--- src/rtl/spi_sclk_pkg.sv ---
package spi_sclk_pkg;

    parameter int unsigned SCLK_FIELD_W = 8;

    typedef struct packed {
        logic [SCLK_FIELD_W-1:0] half;   // master ticks per half period
        logic                    cpol;
        logic                    cpha;
        logic                    pre32;
    } cs_cfg_t;

    typedef struct packed {
        logic    active;
        logic    sclk;
        logic    launch;
        logic    capture;
        cs_cfg_t cfg;
    } gen_state_t;

endpackage

--- src/rtl/spi_cfg_select.sv ---
module spi_cfg_select
    import spi_sclk_pkg::*;
#(
    parameter int unsigned NUM_CS = 4,
    parameter int unsigned CS_W   = (NUM_CS > 1) ? $clog2(NUM_CS) : 1
) (
    input  logic [CS_W-1:0]              sel_i,
    input  logic [NUM_CS*SCLK_FIELD_W-1:0] field_i,
    input  logic [NUM_CS-1:0]            cpol_i,
    input  logic [NUM_CS-1:0]            cpha_i,
    input  logic                         pre32_i,
    output cs_cfg_t                      cfg_o
);
    localparam logic [SCLK_FIELD_W-1:0] MIN_HALF = SCLK_FIELD_W'(2);

    logic [SCLK_FIELD_W-1:0] half_arr [NUM_CS];

    for (genvar k = 0; k < NUM_CS; k++) begin : g_cs
        always_comb begin
            half_arr[k] = field_i[k*SCLK_FIELD_W +: SCLK_FIELD_W];
            if (half_arr[k] < MIN_HALF) begin
                half_arr[k] = MIN_HALF;
            end
        end
    end

    always_comb begin
        cfg_o       = '0;
        cfg_o.pre32 = pre32_i;
        if (int'(sel_i) < NUM_CS) begin
            cfg_o.half = half_arr[sel_i];
            cfg_o.cpol = cpol_i[sel_i];
            cfg_o.cpha = cpha_i[sel_i];
        end else begin
            cfg_o.half = MIN_HALF;
        end
    end

endmodule

--- src/rtl/spi_mclk_prescale.sv ---
module spi_mclk_prescale #(
    parameter int unsigned PRE_DIV = 32,
    localparam int unsigned PRE_W  = (PRE_DIV > 1) ? $clog2(PRE_DIV) : 1
) (
    input  logic clk_i,
    input  logic rst_ni,
    input  logic clr_i,
    input  logic slow_i,
    output logic tick_o
);
    localparam logic [PRE_W-1:0] LAST = PRE_W'(PRE_DIV - 1);

    logic [PRE_W-1:0] cnt_d, cnt_q;
    logic             wrap;

    always_comb begin
        wrap  = (cnt_q == LAST);
        cnt_d = cnt_q;
        if (clr_i) begin
            cnt_d = '0;
        end else if (slow_i) begin
            cnt_d = wrap ? '0 : cnt_q + 1'b1;
        end
        tick_o = !clr_i && (!slow_i || wrap);
    end

    always_ff @(posedge clk_i or negedge rst_ni) begin
        if (!rst_ni) begin
            cnt_q <= '0;
        end else begin
            cnt_q <= cnt_d;
        end
    end

endmodule

--- src/rtl/spi_half_timer.sv ---
module spi_half_timer
    import spi_sclk_pkg::*;
(
    input  logic                    clk_i,
    input  logic                    rst_ni,
    input  logic                    clr_i,
    input  logic                    tick_i,
    input  logic [SCLK_FIELD_W-1:0] half_i,
    output logic                    end_o
);
    logic [SCLK_FIELD_W-1:0] cnt_d, cnt_q;
    logic                    last;

    always_comb begin
        last  = (cnt_q == half_i - 1'b1);
        cnt_d = cnt_q;
        if (clr_i) begin
            cnt_d = '0;
        end else if (tick_i) begin
            cnt_d = last ? '0 : cnt_q + 1'b1;
        end
        end_o = !clr_i && tick_i && last;
    end

    always_ff @(posedge clk_i or negedge rst_ni) begin
        if (!rst_ni) begin
            cnt_q <= '0;
        end else begin
            cnt_q <= cnt_d;
        end
    end

endmodule

--- src/rtl/spi_sclk_gen.sv ---
module spi_sclk_gen
    import spi_sclk_pkg::*;
#(
    parameter int unsigned NUM_CS  = 4,
    parameter int unsigned PRE_DIV = 32,
    parameter int unsigned CS_W    = (NUM_CS > 1) ? $clog2(NUM_CS) : 1
) (
    input  logic                           clk_i,
    input  logic                           rst_ni,
    input  logic                           pre32_i,
    input  logic [CS_W-1:0]                cs_sel_i,
    input  logic [NUM_CS*SCLK_FIELD_W-1:0] div_field_i,
    input  logic [NUM_CS-1:0]              cpol_i,
    input  logic [NUM_CS-1:0]              cpha_i,
    input  logic                           run_i,
    output logic                           sclk_o,
    output logic                           launch_o,
    output logic                           capture_o,
    output logic                           active_o
);
    gen_state_t st_d, st_q;
    cs_cfg_t    sel_cfg;
    cs_cfg_t    cfg_live;
    logic       mtick;
    logic       half_end;
    logic       lead;

    spi_cfg_select #(.NUM_CS(NUM_CS), .CS_W(CS_W)) i_sel (
        .sel_i   (cs_sel_i),
        .field_i (div_field_i),
        .cpol_i  (cpol_i),
        .cpha_i  (cpha_i),
        .pre32_i (pre32_i),
        .cfg_o   (sel_cfg)
    );

    spi_mclk_prescale #(.PRE_DIV(PRE_DIV)) i_pre (
        .clk_i  (clk_i),
        .rst_ni (rst_ni),
        .clr_i  (!st_q.active),
        .slow_i (st_q.cfg.pre32),
        .tick_o (mtick)
    );

    spi_half_timer i_half (
        .clk_i  (clk_i),
        .rst_ni (rst_ni),
        .clr_i  (!st_q.active),
        .tick_i (mtick),
        .half_i (st_q.cfg.half),
        .end_o  (half_end)
    );

    always_comb begin
        st_d         = st_q;
        st_d.launch  = 1'b0;
        st_d.capture = 1'b0;
        lead         = (st_q.sclk == st_q.cfg.cpol);
        if (!st_q.active) begin
            st_d.sclk = sel_cfg.cpol;
            if (run_i) begin
                st_d.active = 1'b1;
                st_d.cfg    = sel_cfg;
                st_d.launch = !sel_cfg.cpha;
            end
        end else if (half_end) begin
            if (!run_i) begin
                st_d.active  = 1'b0;
                st_d.sclk    = st_q.cfg.cpol;
                st_d.capture = !lead && st_q.cfg.cpha;
            end else begin
                st_d.sclk    = !st_q.sclk;
                st_d.launch  = (lead == st_q.cfg.cpha);
                st_d.capture = (lead != st_q.cfg.cpha);
            end
        end
    end

    always_ff @(posedge clk_i or negedge rst_ni) begin
        if (!rst_ni) begin
            st_q <= '0;
        end else begin
            st_q <= st_d;
        end
    end

    assign cfg_live  = st_q.cfg;
    assign sclk_o    = st_q.sclk;
    assign launch_o  = st_q.launch;
    assign capture_o = st_q.capture;
    assign active_o  = st_q.active;

endmodule

--- config.mk ---
export PLATFORM = sky130hd
export DESIGN_NAME = spi_sclk_gen
export DESIGN_NICKNAME = d
export VERILOG_FILES = /design/src/rtl/spi_sclk_pkg.sv /design/src/rtl/spi_cfg_select.sv /design/src/rtl/spi_mclk_prescale.sv /design/src/rtl/spi_half_timer.sv /design/src/rtl/spi_sclk_gen.sv
export SDC_FILE = /design/constraint.sdc
export NUM_CORES = 1
export LEC_CHECK = 0
export ABC_AREA = 1
export ABC_CLOCK_PERIOD_IN_PS = 1670
export BUFFER_PORTS_ARGS = -buffer_cell sky130_fd_sc_hd__buf_2
export CAP_MARGIN = 0
export CORE_MARGIN = 1.5
export CORE_UTILIZATION = 45
export CTS_BUF_LIST = sky130_fd_sc_hd__clkbuf_8
export CTS_CLUSTER_DIAMETER = 100
export DETAILED_ROUTE_END_ITERATION = 8
export PLACE_DENSITY = 0.71
export SLEW_MARGIN = 0
export SYNTH_ARGS = -nofsm -noshare
export SYNTH_HDL_FRONTEND = slang
export SYNTH_SLANG_ARGS = --single-unit
export TNS_END_PERCENT = 100
--- constraint.sdc ---
create_clock -name clk_i -period 1.67 [get_ports clk_i]
set_input_delay 0.0835 -clock clk_i [delete_from_list [all_inputs] [get_ports clk_i]]
set_output_delay 0.0835 -clock clk_i [all_outputs]
set_load 0.05 [all_outputs]
==> reports/metrics.csv, run 1 <==
stage,metric,value,unit
synth,sequential share of the synthesized area,35.18,%
power,combinational share of power,46.7,%
cts,CTS sink cnt,28,
detailed_routing,Routed Antenna Nets,0,
global_route,initial antenna violation count,0,
power,P_leak,1.198,nW
detailed_routing,residual DRC count,0,
synth,asr flop ratio synth,100.0,%
detailed_routing,Pre-Repair DR Iteration Count,4,
detailed_routing,vias per inst,5.124,
placement,placed inst area,2316,um^2
synth,synthesized area,1992,um^2
synth,syn nets,332,
power,Psw,1.268,mW
critical_path,buffers and inverters on the worst path,2,
placement,hpwl dp,3626,um
die,Core Region,4294,um^2
die,Die Height,69.53,um
cts,maximum clock path buffer count,2,
cts,CTS Buf Count,3,
synth,post-synthesis register bit count,28,
cts,CTS Root Cell,clkbuf_8,
finish,Layout area overhead,22.55,%
global_route,GRT met2 Usage,35.79,%
detailed_routing,drt wl/cell,11.99,um
critical_path,CP startpoint kind,flip-flop,
synth,Synth area leaders,"dfrtp_1, nand2_1, nor2_1",
synth,Mapped Cells,281,
placement,DP Cell Count,381,
cts,Clock Latency Late Sink,0.27,ns
detailed_routing,WL final,4653,um
critical_path,slowest cell on the critical path,dfrtp_1,
synth,most numerous cell in the Yosys netlist,nand2_1,
finish,Layout Cells excl Fill,388,
placement,Placer Congestion,0.9208,
power,Switching Share,40.96,%
timing,final setup violation count,0,
critical_path,crit-path max FO,6,
cts,CTS tree,built,
critical_path,max incr delay on CP,0.40,ns
die,chip width,69.53,um
synth,count of warnings emitted by yosys,0,
timing,Final period util,97.92,%
placement,Buffers on Ports,49,
die,starting density of the core,46.39,%
finish,Final nets,388,
die,row cnt,24,
power,Internal,1.828,mW
power,Seq pwr share,35.9,%
detailed_routing,routed vias,1988,
timing,Layout Skew,0.002809,ns
timing,relative slew slack,58.24,%
timing,final hold viol count,0,
hold_path,Hold Path Class,input port to flip-flop,
run_status,outcome,"finished, final reports clean",
run,Max Cap Viol,0,
power,Power Dens Cells,1268,nW/um^2
power,Clock Power Share,17.3,%
synth,most used flip-flop cell after synthesis,dfrtp_1,
global_route,GRT Max-Usage Layer,met2,
cts,Worst-path clk slew,0.10,ns
critical_path,CP top delay family,simple AND/OR/NAND/NOR gates,
die,I/O Pins,50,
synth,Synth Area per Inst,7.089,um^2
finish,final instance area,2441,um^2
synth,Synth top area share,35.18,%
critical_path,crit path kind,flip-flop to flip-flop,
critical_path,worst endpoint data arrival time,1.80,ns
timing,final setup margin,0.03477,ns
global_route,Overflow after GRT,0,
timing,Max Freq,0.6115,GHz
synth,number of distinct library cells after synthesis,35,
global_route,first-pass GRT wire length,8404,um
cts,H-tree depth,1,
die,DIE AREA,4834,um^2
power,maximum VDD drop,1.047,mV
finish,Antenna diodes,0,
timing,Worst-Margin Slew,0.6263,ns
timing,Period minus WS final,1.635,ns
synth,Commonest cells post-synth,"nand2_1, nor2_1, dfrtp_1, inv_1",
global_route,GRT Total Usage,20.92,%
synth,Yosys top cell by area,dfrtp_1,
synth,number of synthesized flops with an enable pin,0,
detailed_routing,first-iteration detailed-routing DRC count,151,
critical_path,Worst EP required,1.83,ns
power,Tot Pwr,3.096,mW
global_route,vias in the first global route,1956,
placement,pre-CTS WS,-0.04871,ns
timing,RSZ-0062 raised after global routing,true,
critical_path,worst-path cell chain,inv_2 > ha_4 > nand2_2 > inv_2 > nor2_2 > nand2_1 > nor2_1 > nand3_1 > nor2_4 > nand2_2 > nand2_4 > o22ai_1,
timing,"Slew Viols, Final",0,
global_route,met3 GRT Util,3.198,%
finish,share of cells above drive strength 1,27.08,%
critical_path,crit path capture type,flip-flop,
global_route,largest net degree at the start of global routing,29,
global_route,met1 Usage GRT,28.84,%
## cell type report
cell class	count	area, um^2
clock inverter	1	30.03
tap	52	65.06
sequential	28	700.7
inverter	34	127.6
clock buffer	3	41.29
timing repair buffer	59	322.8
fill	417	1853
multi-input combinational	211	1154
## stage by stage
| stage | setup TNS, ns | hold slack [ns] | util (%) |
|---|---|---|---|
| after floorplan | 0 | -0.2121 | - |
| after global placement | 0 | 0.1418 | 53.93 |
| after detailed placement | -0.3499 | 0.1426 | 53.93 |
| after CTS | 0 | 0.002587 | 56.29 |
| after global routing | -0.9849 | 0.006934 | 56.85 |
| final | 0 | 0.008359 | 56.85 |
## timing repair
action | in CTS | in global routing
gates cloned | 0 | 0
pin swaps | 3 | 2
resized for setup | 1 | 8
hold buffers | 1 | 0
buffers inserted | 1 | 1
endpoints found under the setup margin | 12 | 14
hold endpoints to repair | 28 | 0
## worst paths after layout
check	start	end	slack, ns	cells after the start
worst max-delay path	cfg_live[3]	i_half.cnt_q[6]	0.03	12
worst min-delay path	pre32_i	cfg_live[0]	0.008	3
worst max register to register	cfg_live[3]	i_half.cnt_q[6]	0.03	12
worst min register to register	cfg_live[1]	cfg_live[1]	0.51	1
max in group asynchronous	rst_ni	cfg_live[1]	0.91	2
min in group asynchronous	rst_ni	i_half.cnt_q[2]	0.35	2
## kinds of logic (layout without fill, tap and decap cells)
kind of cell | count (synthesis) | in the layout | share of synthesized area [%]
DFF | 28 | 28 | 35.18
adders and majority gates | 5 | 5 | 3.141
and+or+nand+nor | 141 | 141 | 32.66
AOI/OAI and AO/OA | 53 | 53 | 15.39
buffers and inverters | 42 | 97 | 8.355
xor gates and xnor gates | 12 | 12 | 5.276
## power by group through the flow
stage | clock network (mW) | logic, mW | registers [mW]
2_1_floorplan | 0 | 0.979 | 1.11
3_3_place_gp | 0 | 1.31 | 1.12
3_5_place_dp | 0 | 1.33 | 1.13
4_1_cts | 0.550 | 1.37 | 1.11
5_1_grt | 0.565 | 1.67 | 1.16
6_report | 0.537 | 1.45 | 1.11
## placed cells by master (no fill, tap or decap), drive strengths merged
cell type / count
nor2b: 2
clkinv: 2
nand3b: 1
nand2: 61
or2: 1
xor2: 8
a32o: 1
nor3: 7
o32ai: 1
o21a: 1
a31oi: 5
a21oi: 7
o221ai: 1
clkbuf: 3
nand4: 2
o22ai: 6
dfrtp: 28
nand3: 27
inv: 32
xnor2: 4
o21ai: 29
ha: 5
o211ai: 2
bufinv: 1
dlygate4sd3: 1
buf: 58
nor2: 40
## tightest hold or removal path: stages
cell and delay, ns:
buf_2 0.07, nand2_1 0.04, o21ai_0 0.05
## state kept, by name (all words and copies together), names as in the netlist
name and count:
active_o 1, capture_o 1, cfg_live 11, i_half.cnt_q 8
i_pre.cnt_q 5, launch_o 1, sclk_o 1
## routing by layer
| metal | wire length [um] | part of all wire (%) |
|---|---|---|
| met5 | 0 | 0 |
| met4 | 15 | 0.32 |
| met3 | 173 | 3.7 |
| met2 | 2217 | 48 |
| met1 | 2246 | 48 |
Power figures use the tool's default switching activity.
==> run 2, diff against run 1 <==
Settings changed: ABC_CLOCK_PERIOD_IN_PS 1670 to 1600, PLACE_DENSITY 0.71 to 0.68, SETUP_SLACK_MARGIN set to 0.3.
Clock period 1.67 ns to 1.6 ns, I/O delays scaled along.
==> run 2 against run 1 <==
Effect of this change: the flow now finishes with violations (negative setup slack); clock power up 6.3%; global-route usage increased by 0.50 points; design area grew 5.8%; sequential power increased by 5%; core utilization is 3.3 points higher; sequential share of layout area fell by 1.5 points; setup slack worse by 0.17 ns; non-clock buffer count is 8 higher; register-to-register slack worse by 0.17 ns; critical endpoint is now sclk_o.
==> reports/metrics.csv, run 2 (same netlist as run 1, synthesis figures left out) <==
stage,metric,value,unit,change
placement,DP Cell Count,382,,+0.26%
finish,Final nets,396,,+2.1%
finish,share of cells above drive strength 1,32.27,%,+5.2 points
hold_path,hold_sp,pre32_i,,
detailed_routing,residual DRC count,0,,unchanged
cts,CTS tree,built,,
finish,"commonest non-fill, non-tap cell in the layout",nand2_1,,
placement,hpwl dp,3697,um,+2.0%
power,Power Dens Cells,1355,nW/um^2,+6.8%
cts,CTS Root Cell,clkbuf_8,,
timing,Layout Skew,0.001593,ns,-0.001217 ns
hold_path,Hold Path Depth,3,,unchanged
run,Max Cap Viol,0,,unchanged
run_status,failing checks,negative setup slack,,
global_route,vias in the first global route,1926,,-1.5%
critical_path,Worst EP required,1.77,ns,-0.06 ns
detailed_routing,Pre-Repair DR Iteration Count,4,,unchanged
cts,H-tree depth,1,,unchanged
finish,Layout area overhead,29.65,%,
finish,post-layout util,60.14,%,+3.3 points
critical_path,crit-path max FO,4,,-2
critical_path,r2r startpoint,cfg_live[3],,
global_route,initial antenna violation count,0,,unchanged
critical_path,CP startpoint kind,flip-flop,,
timing,Max Freq,0.5771,GHz,-5.6%
critical_path,R2R Path End,sclk_o,,
die,Die Height,69.53,um,unchanged
detailed_routing,Routed Antenna Nets,0,,unchanged
timing,Setup TNS Final,-1.112,ns,-1.112 ns
finish,final instance area,2582,um^2,+5.8%
detailed_routing,vias per inst,5.333,,+4.1%
timing,RSZ-0062 raised after global routing,true,,
die,DIE AREA,4834,um^2,unchanged
timing,"Slew Viols, Final",0,,unchanged
cts,Clock Latency Late Sink,0.28,ns,about the same
power,Clock Power Share,16.3,%,-1.0 points
power,Tot Pwr,3.500,mW,+13%
cts,CTS sink cnt,28,,unchanged
finish,Layout Cells excl Fill,396,,+2.1%
power,Seq pwr share,33.4,%,-2.5 points
timing,final hold viol count,0,,unchanged
timing,Period minus WS final,1.733,ns,+0.09769 ns
die,chip width,69.53,um,unchanged
global_route,GRT Total Usage,21.42,%,+0.50 points
cts,maximum clock path buffer count,2,,unchanged
power,Internal,2.022,mW,+11%
detailed_routing,drt wl/cell,12.85,um,+7.1%
critical_path,worst endpoint data arrival time,1.91,ns,+0.11 ns
detailed_routing,WL final,5088,um,+9.3%
critical_path,R2R cell count,11,,-1
global_route,first-pass GRT wire length,8466,um,+0.74%
cts,Worst-path clk slew,0.10,ns,about the same
placement,Buffers on Ports,49,,unchanged
die,starting density of the core,46.39,%,unchanged
power,Psw,1.478,mW,+17%
timing,final setup violation count,12,,+12
timing,relative slew slack,57.53,%,-0.71 points
die,I/O Pins,50,,unchanged
timing,Worst-Margin Slew,0.6370,ns,+0.01066 ns
global_route,Overflow after GRT,0,,unchanged
detailed_routing,first-iteration detailed-routing DRC count,120,,-21%
power,maximum VDD drop,0.8298,mV,-21%
hold_path,Hold Crit Endpoint,cfg_live[0],,
finish,Antenna diodes,0,,unchanged
timing,Final period util,108.3,%,+10 points
detailed_routing,routed vias,2112,,+6.2%
critical_path,worst-path cell chain,inv_2 > ha_4 > nor2_1 > nor2_2 > nand2_1 > nor2_1 > nand3_1 > nor2_4 > nand3_4 > nand3_2 > nand3_2,,
critical_path,Register-to-Register Setup Slack,-0.13,ns,-0.17 ns
placement,Placer Congestion,0.9321,,+1.2%
finish,max FFs per register,11,,unchanged
critical_path,crit path capture type,flip-flop,,
power,P_leak,1.254,nW,+4.6%
placement,placed inst area,2349,um^2,+1.4%
critical_path,max incr delay on CP,0.38,ns,-0.02 ns
timing,final setup margin,-0.1329,ns,-0.1677 ns
cts,CTS Buf Count,3,,unchanged
power,combinational share of power,50.3,%,+3.6 points
run_status,outcome,finished with violations,,
global_route,largest net degree at the start of global routing,29,,unchanged
critical_path,crit path kind,flip-flop to flip-flop,,
die,Core Region,4294,um^2,unchanged
finish,fill count,390,,-6.5%
finish,most frequent cells in the layout,"nand2_1, buf_2, nor2_1",,
hold_path,Hold Path Class,input port to flip-flop,,
critical_path,slowest cell on the critical path,dfrtp_1,,
die,row cnt,24,,unchanged
power,Switching Share,42.22,%,+1.3 points
[run 2: cell types whose count changed in the layout (fill, tap and decap cells not counted), sizes merged]
| cell | before | now |
|---|---|---|
| buf | 58 | 66 |
[run 2: per-layer routing]
layer  up-vias  global-route usage [%]  part of all wire [%]
met1      1007                   29.92                    46
met3         6                   3.052                   4.0
met5         -                       0                     0
li1       1053                       -                     -
met4         0                   3.704                  0.79
met2        46                   36.00                    49
[run 2: cell type report]
type,count,area [um^2],share of cell area (%)
Sequential cell,28,701.9,27.18
Clock inverter,1,30.03,1.163
Clock buffer,3,41.29,1.599
Timing Repair Buffer,67,394.1,15.26
Multi-Input combinational cell,211,1220,47.24
Tap cell,52,65.06,2.519
Inverter,34,130.1,5.039
[run 2: worst max path at each step]
stage	cells past startpoint	slack [ns]	from	to
6_report	11	-0.13	cfg_live[3]	sclk_o
5_1_grt	11	-0.24	cfg_live[3]	sclk_o
3_5_place_dp	12	-0.002	cfg_live[4]	sclk_o
2_1_floorplan	12	0.05	cfg_live[3]	sclk_o
4_1_cts	12	-0.02	cfg_live[4]	sclk_o
3_3_place_gp	12	0.04	cfg_live[4]	sclk_o
[run 2: worst max-delay path: cells and delay by family (launching register included)]
family                   cells  cell delay (ns)
adder cells (fa/ha/maj)      1             0.27
AND/OR/NAND/NOR              9             0.93
flip-flops                   1             0.38
buffers and inverters        1             0.06
[run 2: power by group through the flow]
stage          sequential [mW]  combinational, mW  clock, mW
2_1_floorplan             1.17               1.07          0
3_3_place_gp              1.18               1.45          0
3_5_place_dp              1.17               1.47          0
4_1_cts                   1.16               1.57      0.576
5_1_grt                   1.20               1.98      0.599
6_report                  1.17               1.76      0.571
[run 2: timing repair]
| action | 4_1_cts | 5_1_grt |
|---|---|---|
| endpoints found under the setup margin | 16 | 23 |
| endpoints found under the hold margin | 28 | 0 |
| buffers inserted | 2 | 7 |
| hold buffers | 1 | 0 |
| pin swaps | 3 | 4 |
| gates resized for setup | 9 | 13 |
[run 2: stage by stage]
step                      setup slack [ns]  hold slack (ns)
final                              -0.1329          0.01508
after global placement             0.04044           0.1368
after detailed placement         -0.002401           0.1414
after global routing               -0.2358          0.03826
after CTS                         -0.01639          0.01937
after floorplan                    0.04650          -0.2156
==> run 3, diff against run 2 <==
Settings changed: ABC_CLOCK_PERIOD_IN_PS 1600 to 1700.
Clock period 1.6 ns to 1.7 ns, I/O delays scaled along.
==> run 3 against run 2 <==
Effect of this change: the run now ends clean; sequential power down 6%; clock power shrank 6.1%; combinational power down 13%; die area did not move; total power shrank 9.3%; flip-flop and latch count stayed put.
==> reports/metrics.csv, run 3 (same netlist as run 1, synthesis figures left out) <==
stage,metric,value,unit,change
hold_path,Hold Path Class,input port to flip-flop,,
power,Psw,1.336,mW,-9.6%
finish,Antenna diodes,0,,unchanged
die,I/O Pins,50,,unchanged
cts,Worst-path clk slew,0.09,ns,about the same
global_route,GRT Max-Usage Layer,met2,,
run,Max Cap Viol,0,,unchanged
placement,DP Cell Count,379,,-0.79%
finish,Layout Cells excl Fill,388,,-2.0%
timing,final setup violation count,0,,-12
finish,"commonest non-fill, non-tap cell in the layout",nand2_1,,
detailed_routing,Pre-Repair DR Iteration Count,4,,unchanged
critical_path,worst-path cell chain,inv_2 > ha_4 > nand2_2 > inv_2 > nor2_1 > nand2_1 > nor2_1 > nand3_1 > nor2_4 > buf_4 > nand4_1 > nand3_2,,
power,Clock Power Share,16.9,%,+0.6 points
detailed_routing,first-iteration detailed-routing DRC count,115,,-4.2%
die,starting density of the core,46.39,%,unchanged
die,Die Height,69.53,um,unchanged
global_route,largest net degree at the start of global routing,29,,unchanged
timing,relative slew slack,57.18,%,-0.35 points
timing,Worst-Margin Slew,0.6423,ns,+0.005301 ns
timing,Final period util,97.07,%,-11 points
detailed_routing,drt wl/cell,12.37,um,-3.7%
die,row cnt,24,,unchanged
critical_path,slowest cell on the critical path,dfrtp_1,,
power,P_leak,1.214,nW,-3.2%
timing,"Slew Viols, Final",0,,unchanged
cts,CTS sink cnt,28,,unchanged
finish,most frequent cells in the layout,"nand2_1, buf_2, nor2_1",,
run_status,outcome,"finished, final reports clean",,
finish,share of cells above drive strength 1,29.46,%,-2.8 points
placement,hpwl dp,3755,um,+1.6%
power,combinational share of power,48.5,%,-1.8 points
critical_path,worst endpoint data arrival time,1.87,ns,-0.04 ns
timing,Period minus WS final,1.650,ns,-0.08277 ns
power,maximum VDD drop,0.7008,mV,-16%
global_route,vias in the first global route,1951,,+1.3%
cts,CTS Root Cell,clkbuf_8,,
timing,final hold viol count,0,,unchanged
detailed_routing,Routed Antenna Nets,0,,unchanged
critical_path,crit path kind,flip-flop to flip-flop,,
global_route,GRT met2 Usage,35.04,%,-0.96 points
placement,Placer Congestion,0.9187,,-1.4%
power,Seq pwr share,34.6,%,+1.2 points
timing,Layout Skew,0.008701,ns,+0.007108 ns
critical_path,CP startpoint kind,flip-flop,,
cts,CTS Buf Count,3,,unchanged
cts,CTS tree,built,,
finish,Layout area overhead,25.06,%,
critical_path,r2r startpoint,cfg_live[4],,
global_route,first-pass GRT wire length,8273,um,-2.3%
global_route,Overflow after GRT,0,,unchanged
placement,Buffers on Ports,49,,unchanged
critical_path,crit path capture type,flip-flop,,
global_route,GRT Total Usage,20.74,%,-0.67 points
cts,H-tree depth,1,,unchanged
critical_path,buffers and inverters on the worst path,3,,+2
critical_path,Worst EP required,1.92,ns,+0.15 ns
critical_path,max incr delay on CP,0.40,ns,+0.02 ns
finish,max FFs per register,11,,unchanged
critical_path,Worst setup startpoint,cfg_live[4],,
critical_path,CP top delay family,simple AND/OR/NAND/NOR gates,,
detailed_routing,routed vias,1986,,-6.0%
power,Internal,1.839,mW,-9.0%
power,Power Dens Cells,1274,nW/um^2,-6.0%
finish,Final nets,388,,-2.0%
detailed_routing,WL final,4801,um,-5.6%
power,Switching Share,42.07,%,-0.15 points
timing,Max Freq,0.6060,GHz,+5.0%
die,chip width,69.53,um,unchanged
global_route,met1 Usage GRT,28.53,%,-1.4 points
cts,maximum clock path buffer count,2,,unchanged
hold_path,hold_sp,pre32_i,,
critical_path,crit-path max FO,3,,-1
global_route,initial antenna violation count,0,,unchanged
timing,RSZ-0062 raised after global routing,true,,
detailed_routing,residual DRC count,0,,unchanged
die,DIE AREA,4834,um^2,unchanged
die,Core Region,4294,um^2,unchanged
timing,final hold slack,0.01349,ns,-0.001584 ns
detailed_routing,vias per inst,5.119,,-4.0%
power,Tot Pwr,3.175,mW,-9.3%
global_route,met3 GRT Util,3.488,%,+0.44 points
cts,Clock Latency Late Sink,0.28,ns,about the same
[run 3: cell count changes in the layout (fill, tap and decap cells not counted), moves of 3 or more]
| cell | delta |
|---|---|
| nor2_1 | +3 |
| buf_4 | -5 |
| nor2_2 | -3 |
| buf_6 | -3 |
[run 3: tightest hold or removal path, stage by stage]
cell and delay, ns:
buf_2 0.07, nand2_1 0.04, o21ai_0 0.06
[run 3: per-stage QoR]
stage	setup TNS, ns	instance area, um^2	setup slack (ns)	utilization, %
finish	0	2491	0.04985	58.01
global route	-0.9045	2491	-0.1033	58.01
CTS	0	2430	0.00001732	56.59
detailed placement	0	2315	0.003027	53.90
global placement	0	2315	0.1144	53.90
floorplan	0	2006	0.1465	-
[run 3: path summary, 6_finish.rpt]
path / end / slack (ns) / depth (start not counted)
max: sclk_o / 0.05 / 12
min: cfg_live[0] / 0.01 / 3
max reg2reg: sclk_o / 0.05 / 12
min reg2reg: cfg_live[1] / 0.52 / 1
max in group asynchronous: active_o / 0.89 / 2
min in group asynchronous: i_half.cnt_q[5] / 0.35 / 2
[run 3: what timing repair did]
| action | CTS | global route |
|---|---|---|
| resized for setup | 3 | 13 |
| endpoints found under the hold margin | 28 | 0 |
| hold buffers | 1 | 0 |
| setup endpoints to repair | 15 | 15 |
| pin swaps | 7 | 3 |
| buffers inserted | 3 | 1 |
[run 3: power by group through the flow]
| stage | Sequential, mW | Clock [mW] | Combinational (mW) |
|---|---|---|---|
| after detailed placement | 1.12 | 0 | 1.33 |
| after global routing | 1.14 | 0.571 | 1.76 |
| after CTS | 1.10 | 0.554 | 1.42 |
| after floorplan | 1.10 | 0 | 0.994 |
| final | 1.10 | 0.536 | 1.54 |
| after global placement | 1.12 | 0 | 1.30 |
[run 3: layout make-up]
cell class / instances / area, um^2
Clock buffer: 3 / 41.29
Sequential cell: 28 / 701.9
Inverter: 34 / 127.6
Timing Repair Buffer: 59 / 322.8
Fill cell: 404 / 1803
Tap cell: 52 / 65.06
Multi-Input combinational cell: 211 / 1202
Clock inverter: 1 / 30.03
[run 3: metal layers]
| metal | vias to the layer above | share of wire (%) |
|---|---|---|
| li1 | 1034 | - |
| met1 | 924 | 47 |
| met2 | 28 | 49 |
| met3 | 0 | 3.6 |
| met4 | 0 | 0 |
| met5 | - | 0 |
